<file path="config.mk">
export PLATFORM = sky130hd
export DESIGN_NAME = evt_store_mgr
export DESIGN_NICKNAME = d
export VERILOG_FILES = /design/src/rtl/evt_store_pkg.sv /design/src/rtl/esm_wr_seq.sv /design/src/rtl/esm_rd_ctrl.sv /design/src/rtl/esm_occ_map.sv /design/src/rtl/evt_store_mgr.sv
export SDC_FILE = /design/constraint.sdc
export NUM_CORES = 1
export LEC_CHECK = 0
export CORE_ASPECT_RATIO = 0.7
export CORE_MARGIN = 2
export CORE_UTILIZATION = 36
export DETAILED_ROUTE_END_ITERATION = 8
export GPL_ROUTABILITY_DRIVEN = 0
export GPL_TIMING_DRIVEN = 0
export SLEW_MARGIN = 20
export SYNTH_ARGS = -nofsm -noshare
export SYNTH_HDL_FRONTEND = slang
export SYNTH_SLANG_ARGS = --single-unit
</file>
<file path="constraint.sdc">
create_clock -name clk -period 1.71 [get_ports clk]
set_input_delay 0.342 -clock clk [delete_from_list [all_inputs] [get_ports clk]]
set_output_delay 0.342 -clock clk [all_outputs]
set_load 0.01 [all_outputs]
</file>
<file path="src/rtl/evt_store_pkg.sv">
`timescale 1ns/1ps
package evt_store_pkg;
  typedef enum logic [1:0] {
    WS_WAIT_A = 2'd0,
    WS_LOAD_A = 2'd1,
    WS_WAIT_B = 2'd2,
    WS_LOAD_B = 2'd3
  } wseq_t;

  localparam logic BANK_A = 1'b0;
  localparam logic BANK_B = 1'b1;
endpackage

</file>
<file path="src/rtl/esm_wr_seq.sv">
`timescale 1ns/1ps
module esm_wr_seq
  import evt_store_pkg::*;
#(
  parameter int NUM_BLK = 32,
  parameter int WR_CYC  = 4,
  localparam int AW     = $clog2(NUM_BLK),
  localparam int CW     = (WR_CYC > 1) ? $clog2(WR_CYC) : 1
) (
  input  logic          clk,
  input  logic          rst_n,
  input  logic          xfer_valid,
  input  logic          xfer_bank,
  input  logic          full,
  output logic          xfer_ready,
  output logic          wr_en,
  output logic          wr_bank,
  output logic [AW-1:0] wr_ptr,
  output logic          set_en
);
  wseq_t         state;
  logic [CW-1:0] cnt;
  logic          last;
  logic          take;

  assign last = (cnt == CW'(WR_CYC - 1));
  assign xfer_ready = !full &&
                      (((state == WS_WAIT_A) && (xfer_bank == BANK_A)) ||
                       ((state == WS_WAIT_B) && (xfer_bank == BANK_B)));
  assign take    = xfer_valid && xfer_ready;
  assign wr_en   = (state == WS_LOAD_A) || (state == WS_LOAD_B);
  assign wr_bank = (state == WS_LOAD_B);
  assign set_en  = wr_en && last;

  always_ff @(posedge clk or negedge rst_n) begin
    if (!rst_n) begin
      state  <= WS_WAIT_A;
      cnt    <= '0;
      wr_ptr <= '0;
    end else begin
      unique case (state)
        WS_WAIT_A: if (take) begin state <= WS_LOAD_A; cnt <= '0; end
        WS_WAIT_B: if (take) begin state <= WS_LOAD_B; cnt <= '0; end
        WS_LOAD_A, WS_LOAD_B: begin
          if (last) begin
            state  <= (state == WS_LOAD_A) ? WS_WAIT_B : WS_WAIT_A;
            wr_ptr <= wr_ptr + 1'b1;
            cnt    <= '0;
          end else begin
            cnt <= cnt + 1'b1;
          end
        end
        default: state <= WS_WAIT_A;
      endcase
    end
  end

  // after bank A is written the sequencer waits for bank B
  a_r2_a_then_b: assert property (@(posedge clk) disable iff (!rst_n)
    (state == WS_LOAD_A && last) |=> (state == WS_WAIT_B));
  // block address held while the write phase continues
  a_r3_addr_hold: assert property (@(posedge clk) disable iff (!rst_n)
    (wr_en && !last) |=> (wr_en && $stable(wr_ptr)));
  // one step per completed write
  a_r4_ptr_step: assert property (@(posedge clk) disable iff (!rst_n)
    set_en |=> (wr_ptr == AW'($past(wr_ptr) + 1'b1)));
endmodule

</file>
<file path="src/rtl/esm_rd_ctrl.sv">
`timescale 1ns/1ps
module esm_rd_ctrl #(
  parameter int NUM_BLK = 32,
  localparam int AW     = $clog2(NUM_BLK)
) (
  input  logic          clk,
  input  logic          rst_n,
  input  logic          rd_cmd,
  input  logic          mv_cmd,
  input  logic          conv_done,
  input  logic          empty,
  output logic [AW-1:0] rd_ptr,
  output logic          conv_start,
  output logic          clr_en
);
  logic busy;
  logic do_read;

  assign do_read = rd_cmd && !empty && !busy;
  assign clr_en  = mv_cmd && !rd_cmd && !empty && !busy;

  always_ff @(posedge clk or negedge rst_n) begin
    if (!rst_n) begin
      rd_ptr     <= '0;
      busy       <= 1'b0;
      conv_start <= 1'b0;
    end else begin
      conv_start <= do_read;
      if (do_read) busy <= 1'b1;
      else if (busy && conv_done) busy <= 1'b0;
      if (clr_en) rd_ptr <= rd_ptr + 1'b1;
    end
  end

  // a start pulse never lasts two cycles
  a_r6_pulse: assert property (@(posedge clk) disable iff (!rst_n)
    conv_start |=> !conv_start);
  // pending conversion blocks a new start
  a_r7_busy_read: assert property (@(posedge clk) disable iff (!rst_n)
    (busy && !conv_done) |=> !conv_start);
  // accepted move advances the read address by one
  a_r8_move_step: assert property (@(posedge clk) disable iff (!rst_n)
    clr_en |=> (rd_ptr == AW'($past(rd_ptr) + 1'b1)));
  // nothing moves while the buffer is empty
  a_r9_empty_hold: assert property (@(posedge clk) disable iff (!rst_n)
    empty |=> ($stable(rd_ptr) && !conv_start));
endmodule

</file>
<file path="src/rtl/esm_occ_map.sv">
`timescale 1ns/1ps
module esm_occ_map #(
  parameter int NUM_BLK = 32,
  localparam int AW     = $clog2(NUM_BLK)
) (
  input  logic          clk,
  input  logic          rst_n,
  input  logic          set_en,
  input  logic [AW-1:0] set_idx,
  input  logic          clr_en,
  input  logic [AW-1:0] clr_idx,
  output logic          full,
  output logic          empty
);
  logic [NUM_BLK-1:0] flags;

  for (genvar i = 0; i < NUM_BLK; i++) begin : g_flag
    always_ff @(posedge clk or negedge rst_n) begin
      if (!rst_n) flags[i] <= 1'b0;
      else if (set_en && (set_idx == AW'(i))) flags[i] <= 1'b1;
      else if (clr_en && (clr_idx == AW'(i))) flags[i] <= 1'b0;
    end
  end

  assign full  = &flags;
  assign empty = ~|flags;

  // simultaneous set and clear of different blocks both land
  a_r11_set_clear: assert property (@(posedge clk) disable iff (!rst_n)
    (set_en && clr_en && (set_idx != clr_idx)) |=>
      (flags[$past(set_idx)] && !flags[$past(clr_idx)]));
  // a set alone can only increase occupancy
  a_r5_fill: assert property (@(posedge clk) disable iff (!rst_n)
    (set_en && !clr_en) |=> !empty);
endmodule

</file>
<file path="src/rtl/evt_store_mgr.sv">
`timescale 1ns/1ps
module evt_store_mgr #(
  parameter int NUM_BLK = 32,
  parameter int WR_CYC  = 4,
  localparam int AW     = $clog2(NUM_BLK)
) (
  input  logic          clk,
  input  logic          rst_n,
  input  logic          xfer_valid,
  input  logic          xfer_bank,
  output logic          xfer_ready,
  output logic          wr_en,
  output logic          wr_bank,
  output logic [AW-1:0] wr_addr,
  input  logic          rd_cmd,
  input  logic          mv_cmd,
  input  logic          conv_done,
  output logic [AW-1:0] rd_addr,
  output logic          conv_start,
  output logic          full,
  output logic          empty
);
  logic set_en;
  logic clr_en;

  esm_wr_seq #(.NUM_BLK(NUM_BLK), .WR_CYC(WR_CYC)) u_wr (
    .clk(clk), .rst_n(rst_n), .xfer_valid(xfer_valid), .xfer_bank(xfer_bank),
    .full(full), .xfer_ready(xfer_ready), .wr_en(wr_en), .wr_bank(wr_bank),
    .wr_ptr(wr_addr), .set_en(set_en)
  );

  esm_rd_ctrl #(.NUM_BLK(NUM_BLK)) u_rd (
    .clk(clk), .rst_n(rst_n), .rd_cmd(rd_cmd), .mv_cmd(mv_cmd),
    .conv_done(conv_done), .empty(empty), .rd_ptr(rd_addr),
    .conv_start(conv_start), .clr_en(clr_en)
  );

  esm_occ_map #(.NUM_BLK(NUM_BLK)) u_occ (
    .clk(clk), .rst_n(rst_n), .set_en(set_en), .set_idx(wr_addr),
    .clr_en(clr_en), .clr_idx(rd_addr), .full(full), .empty(empty)
  );

  // a full buffer never accepts a transfer
  a_r5_no_take_full: assert property (@(posedge clk) disable iff (!rst_n)
    (full && xfer_valid) |-> !xfer_ready);
  // empty and full never together
  a_r12_exclusive: assert property (@(posedge clk) disable iff (!rst_n)
    !(full && empty));
endmodule

</file>
==> flow_summary_export.csv <==
group,metric,value,unit
run_status,outcome,"complete, but fails checks",
run_status,violations,"negative setup slack",
cells_and_area,final_cell_mix,"nand2_1 (53), dfrtp_1 (35), o31ai_1 (17)",
placed_design,dpl_cell_area,2810,um^2
clocking,ctsLongestPathBuffers,2,
yosys,synthArstFlopShare,1.00,
yosys,syn_nets,283,
die,dieArea,7570,um^2
yosys,synth_edf_count,0,
grt,antenna_found_initial,0,
grt,grt_max_degree,49,
die,core,6690,um^2
clocking,cts_tree,"done",
routing,vias,2082,
yosys,syn_area,2480,um^2
sta,layout_setup_ws,-0.272,ns
clocking,h-tree-depth,2,
sta,whs,0.0398,ns
routing,drt_pass1_iterations,4,
yosys,synth_seq_area_share,0.485,
grt,grt_pass1_vias,2033,
power_and_ir_drop,p_total,0.00484,W
routing,drt_iter0_markers,102,
hold_path,hold_path_class,"in -> async",
routing,routed_via_density,5.28,
sta,grt_setup_unrepaired,"true",
routing,postRouteAntennaNets,0,
power_and_ir_drop,leakagePower,1.30,nW
clocking,cts-root-buf,"clkbuf_8",
critical_path,worstSetupEndpointType,"primary output",
grt,grtUsageTotal,0.188,
clocking,worstSkewPairLatency,0.30,ns
cells_and_area,drive_above_1_share,0.303,
yosys,syn_inst,259,
routing,routedWlPerCell,17.1,um
critical_path,worstPathArrival,1.64,ns
critical_path,reg2regPathDepth,8,
cells_and_area,design_area,3370,um^2
clocking,clk_pin_slew,0.10,ns
sta,period_needed,1.98,ns
yosys,synth_ff_type,"dfrtp_1",
sta,slew-limit-headroom,0.472,
power_and_ir_drop,irDropWorstVdd,852,uV
yosys,avgSynthCellArea,9.57,um^2
die,row_count,25,
cells_and_area,multiInputGateArea,1490,um^2
run,drv_cap,0,
placed_design,dpl.cell_count,375,
routing,drcViolationCount,0,
clocking,cts-buffers-inserted,5,
power_and_ir_drop,power.density,1440,nW/um^2
cells_and_area,syn_to_final_growth,36.0,%
cells_and_area,regArea,1220,um^2
cells_and_area,final_util,0.503,
die,start_util,0.370,
sta,finalCritPeriodShare,1.16,
cells_and_area,finish.cell_count_without_fillers,394,
cells_and_area,final_common_cell,"nand2_1",
grt,grt_first_pass_wirelength,10700,um
yosys,ys_seq_elements,48,
sta,setup_viol,38,
critical_path,path_class,"reg -> out",
yosys,ys_types,30,
placed_design,place_hpwl,4520,um
sta,final_max_slew_viol_count,0,
critical_path,start_kind,"register",
sta,fin_worst_skew,0.00965,ns
sta,tightest_slew,0.792,ns
grt,overflow,0,
die,pin_count,23,
cells_and_area,n_fill_cell,647,
die,die_w,103,um
placed_design,io_buffers,22,
die,dieHeight,73.4,um
critical_path,cp.required,1.37,ns
cells_and_area,antenna_cells,0,
clocking,cts_sinks,48,
sta,hold_viol_final,0,
critical_path,cp_max_fo,3,
sta,clock.fmax,0.505,GHz
yosys,synth_warnings,0,
routing,wl,6750,um
cells_and_area,nets,323,
==> where the power goes <==
group          internal [W]  switching, W  total, W  leakage (nW)
logic              0.000975       0.00127   0.00224         0.766
clock network      0.000324      0.000387  0.000711        0.0510
registers           0.00149      0.000403   0.00189         0.486
total               0.00278       0.00206   0.00484          1.30
==> per-layer routing <==
metal / vias to the layer above / global-route usage / share of wire
met5: - / 0 / 0
met4: 0 / 0.0365 / 0.0084
met3: 6 / 0.0466 / 0.073
met2: 67 / 0.260 / 0.42
met1: 1019 / 0.294 / 0.50
li1: 990 / - / -
==> timing repair <==
| item | CTS | global route |
|---|---|---|
| setup buffers | 8 | 4 |
| cloned | 2 | 0 |
| hold buffers | 0 | 0 |
| endpoints found under the setup margin | 37 | 51 |
| endpoints found under the hold margin | 0 | 0 |
| gates resized for setup | 45 | 64 |
| pin swaps | 27 | 33 |
==> cell families after synthesis <==
family	after synthesis	share of synthesized area
multiplexers	5	0.0217
AO/OA/AOI/OAI	57	0.151
flip-flops	48	0.485
buffers and inverters	22	0.0414
AND/OR/NAND/NOR	104	0.194
adder cells (fa/ha/maj)	17	0.0859
XOR/XNOR	6	0.0212
==> per-stage QoR <==
stage / setup WS, ns / setup TNS (ns)
3_5_place_dp: -0.364 / -6.03
3_3_place_gp: -1.16 / -61.42
5_1_grt: -0.360 / -7.70
4_1_cts: -0.252 / -2.08
6_report: -0.272 / -4.91
2_1_floorplan: 0.155 / 0
==> Yosys cell counts, types with 4 or more instances <==
cell / number / share of area
clkbuf_1: 4 / 0.0061
dfrtp_1: 48 / 0.48
ha_1: 17 / 0.086
inv_1: 14 / 0.021
nand2_1: 54 / 0.082
nand2b_1: 6 / 0.015
nand4_1: 11 / 0.028
nor2_1: 14 / 0.021
nor4_1: 10 / 0.025
o21ai_0: 20 / 0.040
o31ai_1: 30 / 0.091
xnor2_1: 4 / 0.014
==> sequential cells by signal, summed over array words and instances (netlist names) <==
name	cells
u_occ.flags	32
u_rd.rd_ptr	5
u_wr.wr_ptr	5
u_wr.cnt	2
u_wr.state	2
u_rd.busy	1
u_rd.conv_start	1
==> critical path: stages (launching register included) <==
cell and delay [ns]:
dfrtp_1 0.45, nor4_2 0.33, nand4_1 0.26, nor2_2 0.16, buf_2 0.15
==> path summary, 6_finish.rpt <==
check / start / end / slack, ns
worst min-delay path: rst_n / u_rd.rd_ptr[2] / 0.04
max in group asynchronous: rst_n / u_occ.flags[29] / 1.19
min in group clk: u_rd.rd_ptr[3] / u_rd.rd_ptr[3] / 0.52
worst max-delay path: u_occ.flags[16] / empty / -0.27
worst max register to register: u_occ.flags[16] / u_occ.flags[25] / -0.21
worst min register to register: u_rd.rd_ptr[3] / u_rd.rd_ptr[3] / 0.52
==> final cells by class <==
cell class | count | share of cell area
plain buffers | 6 | 0.0171
clock buffers | 6 | 0.0245
clock inverters | 2 | 0.00297
inverters | 14 | 0.0156
multi-input cells | 189 | 0.442
flip-flops and latches | 48 | 0.361
well taps | 94 | 0.0349
repair buffers | 35 | 0.101
Note: power is estimated with default switching activity, not from simulation.
